--- src/rtl/ide_win_pkg.sv ---
package ide_win_pkg;
  typedef enum logic [1:0] {
    SZ_BYTE = 2'd0,
    SZ_HALF = 2'd1,
    SZ_WORD = 2'd2,
    SZ_RSVD = 2'd3
  } acc_size_e;

  typedef enum logic [1:0] {
    TGT_NONE = 2'd0,
    TGT_TF   = 2'd1,
    TGT_CTL  = 2'd2,
    TGT_DATA = 2'd3
  } target_e;

  localparam int unsigned DATA_W  = 32;
  localparam int unsigned BYTE_W  = 8;
  localparam int unsigned N_BYTES = DATA_W / BYTE_W;
endpackage

--- src/rtl/ide_win_decode.sv ---
module ide_win_decode
  import ide_win_pkg::*;
#(
  parameter int unsigned IDX_W   = 8,
  parameter int unsigned CTL_A   = 8,
  parameter int unsigned CTL_B   = 22,
  parameter int unsigned TF_LAST = 7
) (
  input  logic [IDX_W-1:0] idx_i,
  input  logic [1:0]       size_i,
  output target_e          tgt_o
);
  always_comb begin
    tgt_o = TGT_NONE;
    unique case (size_i)
      SZ_BYTE: begin
        if (idx_i >= IDX_W'(1) && idx_i <= IDX_W'(TF_LAST))
          tgt_o = TGT_TF;
        else if (idx_i == IDX_W'(CTL_A) || idx_i == IDX_W'(CTL_B))
          tgt_o = TGT_CTL;
      end
      SZ_HALF, SZ_WORD: begin
        if (idx_i == '0) tgt_o = TGT_DATA;
      end
      default: tgt_o = TGT_NONE;
    endcase
  end
endmodule

--- src/rtl/ide_win_swap.sv ---
module ide_win_swap
  import ide_win_pkg::*;
(
  input  logic [1:0]        size_i,
  input  logic [DATA_W-1:0] data_i,
  output logic [DATA_W-1:0] data_o
);
  localparam int unsigned HALF_B = N_BYTES / 2;

  logic [DATA_W-1:0]   rev_word;
  logic [DATA_W/2-1:0] rev_half;

  for (genvar b = 0; b < N_BYTES; b++) begin : g_word
    assign rev_word[b*BYTE_W +: BYTE_W] = data_i[(N_BYTES-1-b)*BYTE_W +: BYTE_W];
  end
  for (genvar b = 0; b < HALF_B; b++) begin : g_half
    assign rev_half[b*BYTE_W +: BYTE_W] = data_i[(HALF_B-1-b)*BYTE_W +: BYTE_W];
  end

  always_comb begin
    unique case (size_i)
      SZ_HALF: data_o = {{(DATA_W/2){1'b0}}, rev_half};
      SZ_WORD: data_o = rev_word;
      default: data_o = {{(DATA_W-BYTE_W){1'b0}}, data_i[BYTE_W-1:0]};
    endcase
  end
endmodule

--- src/rtl/ide_swap_window.sv ---
module ide_swap_window
  import ide_win_pkg::*;
#(
  parameter int unsigned ADDR_W    = 32,
  parameter int unsigned WIN_BITS  = 12,
  parameter int unsigned STRIDE_LG = 4,
  parameter int unsigned CTL_A     = 8,
  parameter int unsigned CTL_B     = 22
) (
  input  logic              clk_i,
  input  logic              rst_ni,
  input  logic              req_i,
  input  logic              we_i,
  input  logic [1:0]        size_i,
  input  logic [ADDR_W-1:0] addr_i,
  input  logic [31:0]       wdata_i,
  output logic              rvalid_o,
  output logic [31:0]       rdata_o,
  output logic              tf_wr_o,
  output logic              tf_rd_o,
  output logic [2:0]        tf_idx_o,
  output logic              ctl_wr_o,
  output logic              alt_rd_o,
  output logic              dp_wr_o,
  output logic              dp_rd_o,
  output logic              dp_wide_o,
  output logic [31:0]       dev_wdata_o,
  input  logic [31:0]       dev_rdata_i
);
  localparam int unsigned IDX_W = WIN_BITS - STRIDE_LG;

  logic [IDX_W-1:0]  idx;
  target_e           tgt;
  logic [DATA_W-1:0] wr_lane, rd_lane, ones_val, rd_next;
  logic              rd_req;

  assign idx = addr_i[WIN_BITS-1:STRIDE_LG];

  ide_win_decode #(
    .IDX_W(IDX_W), .CTL_A(CTL_A), .CTL_B(CTL_B), .TF_LAST(7)
  ) u_dec (
    .idx_i(idx), .size_i(size_i), .tgt_o(tgt)
  );

  // same lane logic serves both directions; byte path only zero-extends
  ide_win_swap u_wswap (.size_i(size_i), .data_i(wdata_i),     .data_o(wr_lane));
  ide_win_swap u_rswap (.size_i(size_i), .data_i(dev_rdata_i), .data_o(rd_lane));

  assign tf_wr_o     = req_i &  we_i & (tgt == TGT_TF);
  assign tf_rd_o     = req_i & ~we_i & (tgt == TGT_TF);
  assign ctl_wr_o    = req_i &  we_i & (tgt == TGT_CTL);
  assign alt_rd_o    = req_i & ~we_i & (tgt == TGT_CTL);
  assign dp_wr_o     = req_i &  we_i & (tgt == TGT_DATA);
  assign dp_rd_o     = req_i & ~we_i & (tgt == TGT_DATA);
  assign dp_wide_o   = (size_i == SZ_WORD);
  assign tf_idx_o    = idx[2:0];
  assign dev_wdata_o = wr_lane;

  always_comb begin
    unique case (size_i)
      SZ_BYTE: ones_val = 32'h0000_00FF;
      SZ_HALF: ones_val = 32'h0000_FFFF;
      default: ones_val = 32'hFFFF_FFFF;
    endcase
    rd_next = (tgt == TGT_NONE) ? ones_val : rd_lane;
  end

  assign rd_req = req_i & ~we_i;

  always_ff @(posedge clk_i or negedge rst_ni) begin
    if (!rst_ni) begin
      rvalid_o <= 1'b0;
      rdata_o  <= '0;
    end else begin
      rvalid_o <= rd_req;
      if (rd_req) rdata_o <= rd_next;
    end
  end
endmodule

--- config.mk ---
export PLATFORM = sky130hd
export DESIGN_NAME = ide_swap_window
export DESIGN_NICKNAME = d
export VERILOG_FILES = /design/src/rtl/ide_win_pkg.sv /design/src/rtl/ide_win_decode.sv /design/src/rtl/ide_win_swap.sv /design/src/rtl/ide_swap_window.sv
export SDC_FILE = /design/constraint.sdc
export NUM_CORES = 1
export LEC_CHECK = 0
export BUFFER_PORTS_ARGS = -buffer_cell sky130_fd_sc_hd__buf_2
export CAP_MARGIN = 15
export CORE_MARGIN = 4
export CORE_UTILIZATION = 44
export DETAILED_ROUTE_END_ITERATION = 6
export PLACE_DENSITY = 0.86
export SLEW_MARGIN = 15
export SYNTH_ARGS = -nofsm -noshare
export SYNTH_HDL_FRONTEND = slang
export SYNTH_SLANG_ARGS = --single-unit
--- constraint.sdc ---
create_clock -name clk_i -period 3.29 [get_ports clk_i]
set_clock_uncertainty 0.15 [all_clocks]
set_input_delay 0.4935 -clock clk_i [delete_from_list [all_inputs] [get_ports clk_i]]
set_output_delay 0.4935 -clock clk_i [all_outputs]
set_load 0.05 [all_outputs]
==> flow_metrics.env, run 1 <==
export IMPL_cpPeakStageDelay_ps=410
export IMPL_met2_usage_pct=42.6
export IMPL_track_usage_pct=23.8
export IMPL_diodes=0
export IMPL_crit_type="primary input to output port"
export IMPL_port_buffers=152
export IMPL_netlist_area_leader_share_pct=34.4
export IMPL_reg2regPathDepth=1
export IMPL_first_pass_iters=4
export IMPL_final_min_clock_period_ps=3040
export IMPL_synth_distinct_cells=39
export IMPL_path_cells="buf_2 -> inv_1 -> ha_1 -> buf_4 -> mux2i_1 -> o32ai_4 -> nand2_1 -> nor3_2 -> buf_2"
export IMPL_nets=518
export IMPL_switching_power_mw=0.594
export IMPL_drive_gt1_share_pct=45.6
export IMPL_yosys_area_top_type="dfrtp_1"
export IMPL_rsz0062_at_grt="false"
export IMPL_setup_viol=0
export IMPL_postSynth_asyncResetShare_pct=100
export IMPL_synth_edf_count=0
export IMPL_reg2reg_from="rdata_o[0]"
export IMPL_yosys_top_cells_area="dfrtp_1 34%, a22oi_1 7.5%, nor2_1 6.9%"
export IMPL_slew_viol_final=0
export IMPL_dpl_cell_area_sq_um=3180
export IMPL_r2r_end="rdata_o[0]"
export IMPL_fin_setup_tns_ps=0
export IMPL_wl_per_cell_microns=16.4
export IMPL_core_sq_um=5200
export IMPL_initial_core_util_pct=46.1
export IMPL_ys_ff_latch=33
export IMPL_post_route_period_util_pct=92.3
export IMPL_syn_inst=278
export IMPL_die_x_microns=81.8
export IMPL_cts_repair_resized=0
export IMPL_worstPathRequired_ps=2650
export IMPL_clk_pin_slew_ps=70
export IMPL_grt_ovfl_total=0
export IMPL_max_slew_worst_pin_slew_ps=727
export IMPL_clockBufferDepth=2
export IMPL_rows=26
export IMPL_drtIter0Drc=164
export IMPL_synth_avg_cell_area_sq_um=8.63
export IMPL_routabilityCongestion=0.871
export IMPL_cts_root_buf="clkbuf_8"
export IMPL_hold_viol_final=0
export IMPL_clock_sinks=33
export IMPL_timing_slew_headroom_pct=51.5
export IMPL_die_area_sq_um=6700
export IMPL_grt_pass1_wl_microns=12300
export IMPL_ctsHoldBuffers=0
export IMPL_mostFrequentLayoutCells="152 x buf_2, 44 x nor2_1, 33 x dfrtp_1"
export IMPL_startpoint_type="primary input"
export IMPL_vdd_drop_max_mv=0.248
export IMPL_crit_start="size_i[0]"
export IMPL_vias=2751
export IMPL_crit_slowest_cell="buf_4"
export IMPL_powerDensity_nw_per_um2=437
export IMPL_seq_area_frac_synth_pct=34.4
export IMPL_swShare_pct=41.2
export IMPL_critPathMaxFanout=49
export IMPL_cap_violations=0
export IMPL_boundaryPins=177
export IMPL_final_common_cell="buf_2"
export IMPL_gr_max_usage_layer="met2"
export IMPL_met3_usage_pct=5.81
export IMPL_p_int_mw=0.848
export IMPL_rrSetupSlack_ps=2400
export IMPL_cts_tree="built"
export IMPL_met1_usage_pct=27.5
export IMPL_comb_power_share_pct=40.4
export IMPL_antenna_left=0
export IMPL_netlist_area_sq_um=2400
export IMPL_antenna_found_initial=0
export IMPL_clk_latency_ps=280
export IMPL_hpwl_microns=6090
export IMPL_leakage_nw=1.50
export IMPL_fmax_mhz=329
export IMPL_syn_nets=385
export IMPL_die_h_microns=81.8
export IMPL_htreeDepth=2
export IMPL_status="completed"
export IMPL_yosysWarnings=0
export IMPL_fin_area_sq_um=3300
export IMPL_clockPowerShare_pct=27.3
export IMPL_pwr_share_seq_pct=32.4
export IMPL_endpoint="dp_rd_o"
export IMPL_grt_max_degree=50
export IMPL_hold_class="primary input to asynchronous set/reset pin"
export IMPL_wl_microns=7930
export IMPL_crit_top_cell="buf_2"
export IMPL_cts_made_buffers=5
export IMPL_grt_pass1_vias=2590
export IMPL_drc=0
export IMPL_syn_to_final_growth_pct=37.6
export IMPL_vias_per_cell=5.71
export IMPL_synth_top_flop_cell="dfrtp_1"
export IMPL_endpoint_kind="output port"
export IMPL_crit_arrival_ps=2390
export IMPL_postCtsSetupBuffers=0
[worst min path at each step]
| stage | startpoint | endpoint |
|---|---|---|
| after floorplan | rst_ni | rdata_o[0] |
| after global placement | rdata_o[1] | rdata_o[1] |
| after detailed placement | rdata_o[1] | rdata_o[1] |
| after CTS | rst_ni | rdata_o[1] |
| after global routing | rst_ni | rdata_o[19] |
| final | rst_ni | rdata_o[28] |
[kinds of logic after synthesis]
| kind of cell | share of synthesized area, % |
|---|---|
| flops | 34.4 |
| simple gates | 20.2 |
| fa+ha+maj | 2.61 |
| mux | 0.417 |
| compound gates | 34.4 |
| buf+inv | 7.93 |
[power groups by stage]
stage / clock network, mW / logic [mW] / registers [mW]
floorplan: 0 / 0.271 / 0.618
global placement: 0 / 0.575 / 0.472
detailed placement: 0 / 0.582 / 0.474
CTS: 0.394 / 0.584 / 0.467
global route: 0.422 / 0.618 / 0.471
finish: 0.393 / 0.582 / 0.467
[metrics by stage]
step / util (%) / setup WS [ps] / total power, mW / hold slack (ps) / instances
floorplan: - / 87.1 / 0.889 / 47.9 / 278
global placement: 61.2 / 213 / 1.05 / 338 / 474
detailed placement: 61.2 / 112 / 1.06 / 343 / 474
CTS: 63.4 / 245 / 1.44 / 123 / 482
global route: 63.4 / 107 / 1.51 / 156 / 482
finish: 63.4 / 254 / 1.44 / 109 / 482
[cells in the mapped netlist (2+ instances only)]
master / count
nor2_1: 44
dfrtp_1: 33
a22oi_1: 24
a31oi_1: 24
a21oi_1: 16
and2_1: 16
o2111ai_1: 16
clkbuf_1: 13
and3_1: 9
a22o_1: 8
nor2b_1: 8
o21ai_0: 8
o22a_1: 8
buf_1: 7
buf_2: 7
ha_1: 5
buf_4: 3
inv_1: 3
nand2b_1: 3
nor3_1: 3
a211o_1: 2
[critical path, delay by kind of cell]
family | cells | cell delay, ps
and+or+nand+nor | 2 | 280
buffers and inverters | 4 | 850
adders and majority gates | 1 | 290
AOI/OAI and AO/OA | 1 | 270
muxes | 1 | 200
[state kept, by name, indices dropped and copies added, names as in the netlist]
| register | flops |
|---|---|
| rvalid_o | 1 |
| rdata_o | 32 |
[cell type report]
class | instances | area, sq um
Fill cell | 466 | 1910
Tap cell | 70 | 87.6
Multi-Input combinational cell | 209 | 1450
Inverter | 3 | 11.3
Sequential cell | 33 | 826
Clock buffer | 7 | 86.3
Timing Repair Buffer | 159 | 813
Clock inverter | 1 | 30.0
[per-layer routing]
| layer | vias up | wire length [microns] |
|---|---|---|
| li1 | 1317 | - |
| met1 | 1271 | 2920 |
| met2 | 144 | 4090 |
| met3 | 19 | 714 |
| met4 | 0 | 201 |
| met5 | - | 0 |
Power figures use the tool's default switching activity.
==> run 2: changes to the inputs <==
--- a/config.mk
+++ b/config.mk
@@ -10,6 +10,7 @@
 export CORE_MARGIN = 4
 export CORE_UTILIZATION = 44
 export DETAILED_ROUTE_END_ITERATION = 6
+export MAX_ROUTING_LAYER = met4
 export PLACE_DENSITY = 0.86
 export SLEW_MARGIN = 15
 export SYNTH_ARGS = -nofsm -noshare
==> flow_metrics.env, run 2 (synthesis results as in run 1) <==
export IMPL_status="completed"
export IMPL_grt_ovfl_total=0
export IMPL_worstPathRequired_ps=2650
export IMPL_final_common_cell="buf_2"
export IMPL_p_int_mw=0.848
export IMPL_htreeDepth=2
export IMPL_vias_per_cell=5.74
export IMPL_initial_core_util_pct=46.1
export IMPL_drtIter0Drc=164
export IMPL_endpoint_kind="output port"
export IMPL_multi_input_area_sq_um=1450
export IMPL_ctsHoldBuffers=0
export IMPL_core_sq_um=5200
export IMPL_clock_sinks=33
export IMPL_die_area_sq_um=6700
export IMPL_crit_arrival_ps=2390
export IMPL_antenna_left=0
export IMPL_largest_register="rdata_o"
export IMPL_port_buffers=152
export IMPL_wl_per_cell_microns=16.6
export IMPL_track_usage_pct=24.5
export IMPL_switching_power_mw=0.595
export IMPL_wl_met2_microns=4090
export IMPL_nFillCells=466
export IMPL_cts_root_buf="clkbuf_8"
export IMPL_finalPower_mw=1.44
export IMPL_top_layer="met4"
export IMPL_fmax_mhz=329
export IMPL_hold_viol_final=0
export IMPL_syn_to_final_growth_pct=37.6
export IMPL_wl_met1_microns=2990
export IMPL_largest_register_ffs=32
export IMPL_cap_violations=0
export IMPL_drive_gt1_share_pct=45.6
export IMPL_fin_setup_tns_ps=0
export IMPL_vdd_drop_max_mv=0.248
export IMPL_reg2reg_from="rdata_o[0]"
export IMPL_rsz0062_at_grt="false"
export IMPL_antenna_found_initial=0
export IMPL_mostFrequentLayoutCells="152 x buf_2, 44 x nor2_1, 33 x dfrtp_1"
export IMPL_crit_type="primary input to output port"
export IMPL_clk_pin_slew_ps=70
export IMPL_cts_repair_resized=0
export IMPL_routabilityCongestion=0.885
export IMPL_max_slew_worst_pin_slew_ps=750
export IMPL_post_route_period_util_pct=92.3
export IMPL_pwr_share_seq_pct=32.3
export IMPL_clockPowerShare_pct=27.3
export IMPL_die_h_microns=81.8
export IMPL_first_pass_iters=5
export IMPL_hold_class="primary input to asynchronous set/reset pin"
export IMPL_grt_max_degree=50
export IMPL_setup_viol=0
export IMPL_rrSetupSlack_ps=2420
export IMPL_hpwl_microns=6090
export IMPL_cts_tree="built"
export IMPL_reg_top3="rdata_o: 32 flops, rvalid_o: 1 flops"
export IMPL_powerDensity_nw_per_um2=438
export IMPL_timing_slew_headroom_pct=50.0
export IMPL_r2r_end="rdata_o[0]"
export IMPL_startpoint_type="primary input"
export IMPL_swShare_pct=41.3
export IMPL_seqCellArea_sq_um=826
export IMPL_grt_pass1_wl_microns=12300
export IMPL_leakage_nw=1.50
export IMPL_cts_made_buffers=5
export IMPL_wl_microns=7980
export IMPL_critPathMaxFanout=49
export IMPL_postCtsSetupBuffers=0
export IMPL_diodes=0
export IMPL_drc=0
export IMPL_rows=26
export IMPL_slew_viol_final=0
export IMPL_final_util_pct=63.4
export IMPL_boundaryPins=177
export IMPL_reg2regPathDepth=1
export IMPL_vias=2767
export IMPL_nets=518
export IMPL_met3WireLength_microns=679
export IMPL_grt_pass1_vias=2592
export IMPL_final_min_clock_period_ps=3040
export IMPL_clk_latency_ps=280
export IMPL_die_x_microns=81.8
export IMPL_clockBufferDepth=2
export IMPL_comb_power_share_pct=40.4
==> run 2: power by group through the flow <==
stage	clock [mW]	combinational (mW)	sequential, mW
floorplan	0	0.271	0.618
finish	0.394	0.583	0.466
global route	0.423	0.618	0.471
global placement	0	0.575	0.472
CTS	0.394	0.584	0.467
detailed placement	0	0.582	0.474
==> run 2: worst max path at each step <==
| stage | slack, ps | endpoint | cells past startpoint | start |
|---|---|---|---|---|
| after floorplan | 90 | dev_wdata_o[18] | 7 | size_i[0] |
| after global placement | 210 | rdata_o[31] | 9 | size_i[0] |
| after detailed placement | 110 | rdata_o[26] | 9 | size_i[0] |
| after CTS | 250 | dp_rd_o | 9 | size_i[0] |
| after global routing | 100 | dp_rd_o | 9 | size_i[0] |
| final | 250 | dp_rd_o | 9 | size_i[0] |
==> run 2: cell type report <==
cell class,count,area share [%]
clock inverter,1,0.910
sequential,33,25.0
inverter,3,0.341
multi-input combinational,209,43.8
clock buffer,7,2.62
tap,70,2.65
timing repair buffer,159,24.6
==> run 2: per-layer routing <==
metal,vias up,GRT usage [%]
li1,1320,-
met2,159,42.2
met3,20,4.71
met5,-,-
met1,1268,28.6
met4,0,8.47
==> run 2: metrics by stage <==
step / worst slack (ps) / instance area, sq um / std cells / hold WS, ps
3_3_place_gp: 213 / 3180 / 474 / 338
6_report: 253 / 3300 / 482 / 116
4_1_cts: 245 / 3300 / 482 / 123
2_1_floorplan: 87.1 / 2450 / 278 / 47.9
3_5_place_dp: 112 / 3180 / 474 / 343
5_1_grt: 104 / 3300 / 482 / 150
==> run 2: worst max-delay path, cell delays in order <==
cell,delay [ps]
buf_2,100
inv_1,70
ha_1,290
buf_4,410
mux2i_1,200
o32ai_4,270
nand2_1,130
nor3_2,150
buf_2,270
==> run 3: changes to the inputs <==
--- a/config.mk
+++ b/config.mk
@@ -12,7 +12,9 @@
 export DETAILED_ROUTE_END_ITERATION = 6
 export MAX_ROUTING_LAYER = met4
 export PLACE_DENSITY = 0.86
+export SETUP_SLACK_MARGIN = 0.5
 export SLEW_MARGIN = 15
 export SYNTH_ARGS = -nofsm -noshare
 export SYNTH_HDL_FRONTEND = slang
 export SYNTH_SLANG_ARGS = --single-unit
+export TNS_END_PERCENT = 20
==> flow_metrics.env, run 3 (synthesis results as in run 1) <==
export IMPL_crit_slowest_cell="or4b_4"
export IMPL_status="completed"
export IMPL_hpwl_microns=6220
export IMPL_initial_core_util_pct=46.1
export IMPL_grt_pass1_vias=2675
export IMPL_htreeDepth=2
export IMPL_port_buffers=152
export IMPL_leakage_nw=1.54
export IMPL_cap_violations=0
export IMPL_wl_microns=8250
export IMPL_reg_top3="rdata_o: 32 flops, rvalid_o: 1 flops"
export IMPL_largest_register="rdata_o"
export IMPL_vias_per_cell=5.83
export IMPL_fmax_mhz=353
export IMPL_drtIter0Drc=242
export IMPL_die_area_sq_um=6700
export IMPL_rows=26
export IMPL_finalPower_mw=1.37
export IMPL_grt_max_degree=50
export IMPL_max_slew_worst_pin_slew_ps=914
export IMPL_hold_class="primary input to asynchronous set/reset pin"
export IMPL_routabilityCongestion=0.917
export IMPL_powerDensity_nw_per_um2=396
export IMPL_drc=0
export IMPL_final_min_clock_period_ps=2840
export IMPL_cts_made_buffers=5
export IMPL_timing_slew_headroom_pct=39.0
export IMPL_worstPathRequired_ps=2650
export IMPL_endpoint_kind="output port"
export IMPL_vias=2829
export IMPL_startpoint_type="primary input"
export IMPL_fin_setup_tns_ps=0
export IMPL_crit_buf_inv=3
export IMPL_grt_ovfl_total=0
export IMPL_path_delay_family="simple AND/OR/NAND/NOR gates"
export IMPL_antenna_left=0
export IMPL_die_x_microns=81.8
export IMPL_boundaryPins=177
export IMPL_core_sq_um=5200
export IMPL_nets=521
export IMPL_rsz0062_at_grt="true"
export IMPL_crit_arrival_ps=2190
export IMPL_ctsHoldBuffers=0
export IMPL_rrSetupSlack_ps=2420
export IMPL_reg2reg_from="rdata_o[7]"
export IMPL_critPathMaxFanout=2
export IMPL_drive_gt1_share_pct=50.6
export IMPL_syn_to_final_growth_pct=44.6
export IMPL_clock_sinks=33
export IMPL_post_route_period_util_pct=86.2
export IMPL_largest_register_ffs=32
export IMPL_vdd_drop_max_mv=0.209
export IMPL_cpPeakStageDelay_ps=470
export IMPL_clk_pin_slew_ps=70
export IMPL_slew_viol_final=0
export IMPL_crit_type="primary input to output port"
export IMPL_clockBufferDepth=2
export IMPL_crit_start="size_i[1]"
export IMPL_diodes=0
export IMPL_final_common_cell="buf_2"
export IMPL_antenna_found_initial=0
export IMPL_first_pass_iters=5
export IMPL_die_h_microns=81.8
export IMPL_cts_root_buf="clkbuf_8"
export IMPL_grt_pass1_wl_microns=12700
export IMPL_track_usage_pct=25.1
export IMPL_clk_latency_ps=280
export IMPL_setup_viol=0
export IMPL_hold_slack_ps=109
export IMPL_wl_per_cell_microns=17.0
export IMPL_mostFrequentLayoutCells="146 x buf_2, 44 x nor2_1, 33 x dfrtp_1"
export IMPL_hold_viol_final=0
export IMPL_cts_tree="built"
export IMPL_path_cells="buf_8 -> inv_8 -> ha_4 -> or4b_4 -> a2111oi_4 -> nand2b_1 -> nor3_2 -> buf_6"
==> run 3: cell types whose count changed in the layout (fill, tap and decap cells not counted), moves of 3 or more <==
cell and change:
buf_4 +4, a21oi_4 +5, and2_1 -10, a21oi_2 -3, buf_2 -6, and2_2 +10
==> run 3: area by class of cell <==
type | count | area, sq um
timing repair buffer | 162 | 893
fill | 450 | 1740
clock buffer | 5 | 68.8
tap | 70 | 87.6
sequential | 33 | 826
multi-input combinational | 209 | 1540
clock inverter | 3 | 17.5
inverter | 3 | 31.3
==> run 3: per-layer routing <==
| metal | GRT usage [%] | part of all wire (%) | up-vias |
|---|---|---|---|
| met2 | 42.6 | 50 | 163 |
| met3 | 3.51 | 8.0 | 22 |
| met4 | 10.3 | 2.9 | 0 |
| li1 | - | - | 1319 |
| met1 | 29.7 | 39 | 1325 |
| met5 | - | 0 | - |
==> run 3: worst paths after layout <==
kind                               end  cells past startpoint
max                            tf_rd_o                      8
min                        rdata_o[18]                      1
max reg2reg                 rdata_o[7]                      1
min reg2reg                 rdata_o[3]                      1
max in group asynchronous   rdata_o[4]                      1
min in group clk_i         rdata_o[18]                      3
==> run 3: through the flow <==
stage	utilization, %	area (sq um)	std cells	worst slack [ps]
after floorplan	-	2570	278	233
after global placement	63.5	3310	473	127
after detailed placement	63.5	3310	473	47.9
after CTS	66.6	3460	485	458
after global routing	66.6	3470	485	367
final	66.6	3470	485	454
==> run 3: what timing repair did <==
action / CTS / global route
gates resized for setup: 13 / 2
pin swaps: 3 / 0
gates cloned: 0 / 0
buffers inserted: 4 / 0
setup endpoints to repair: 20 / 20
endpoints found under the hold margin: 0 / 0
==> run 3: report_power, final <==
group	switching [mW]	total [mW]	internal, mW
Clock	0.147	0.293	0.146
Sequential	0.0204	0.466	0.446
Combinational	0.441	0.614	0.173
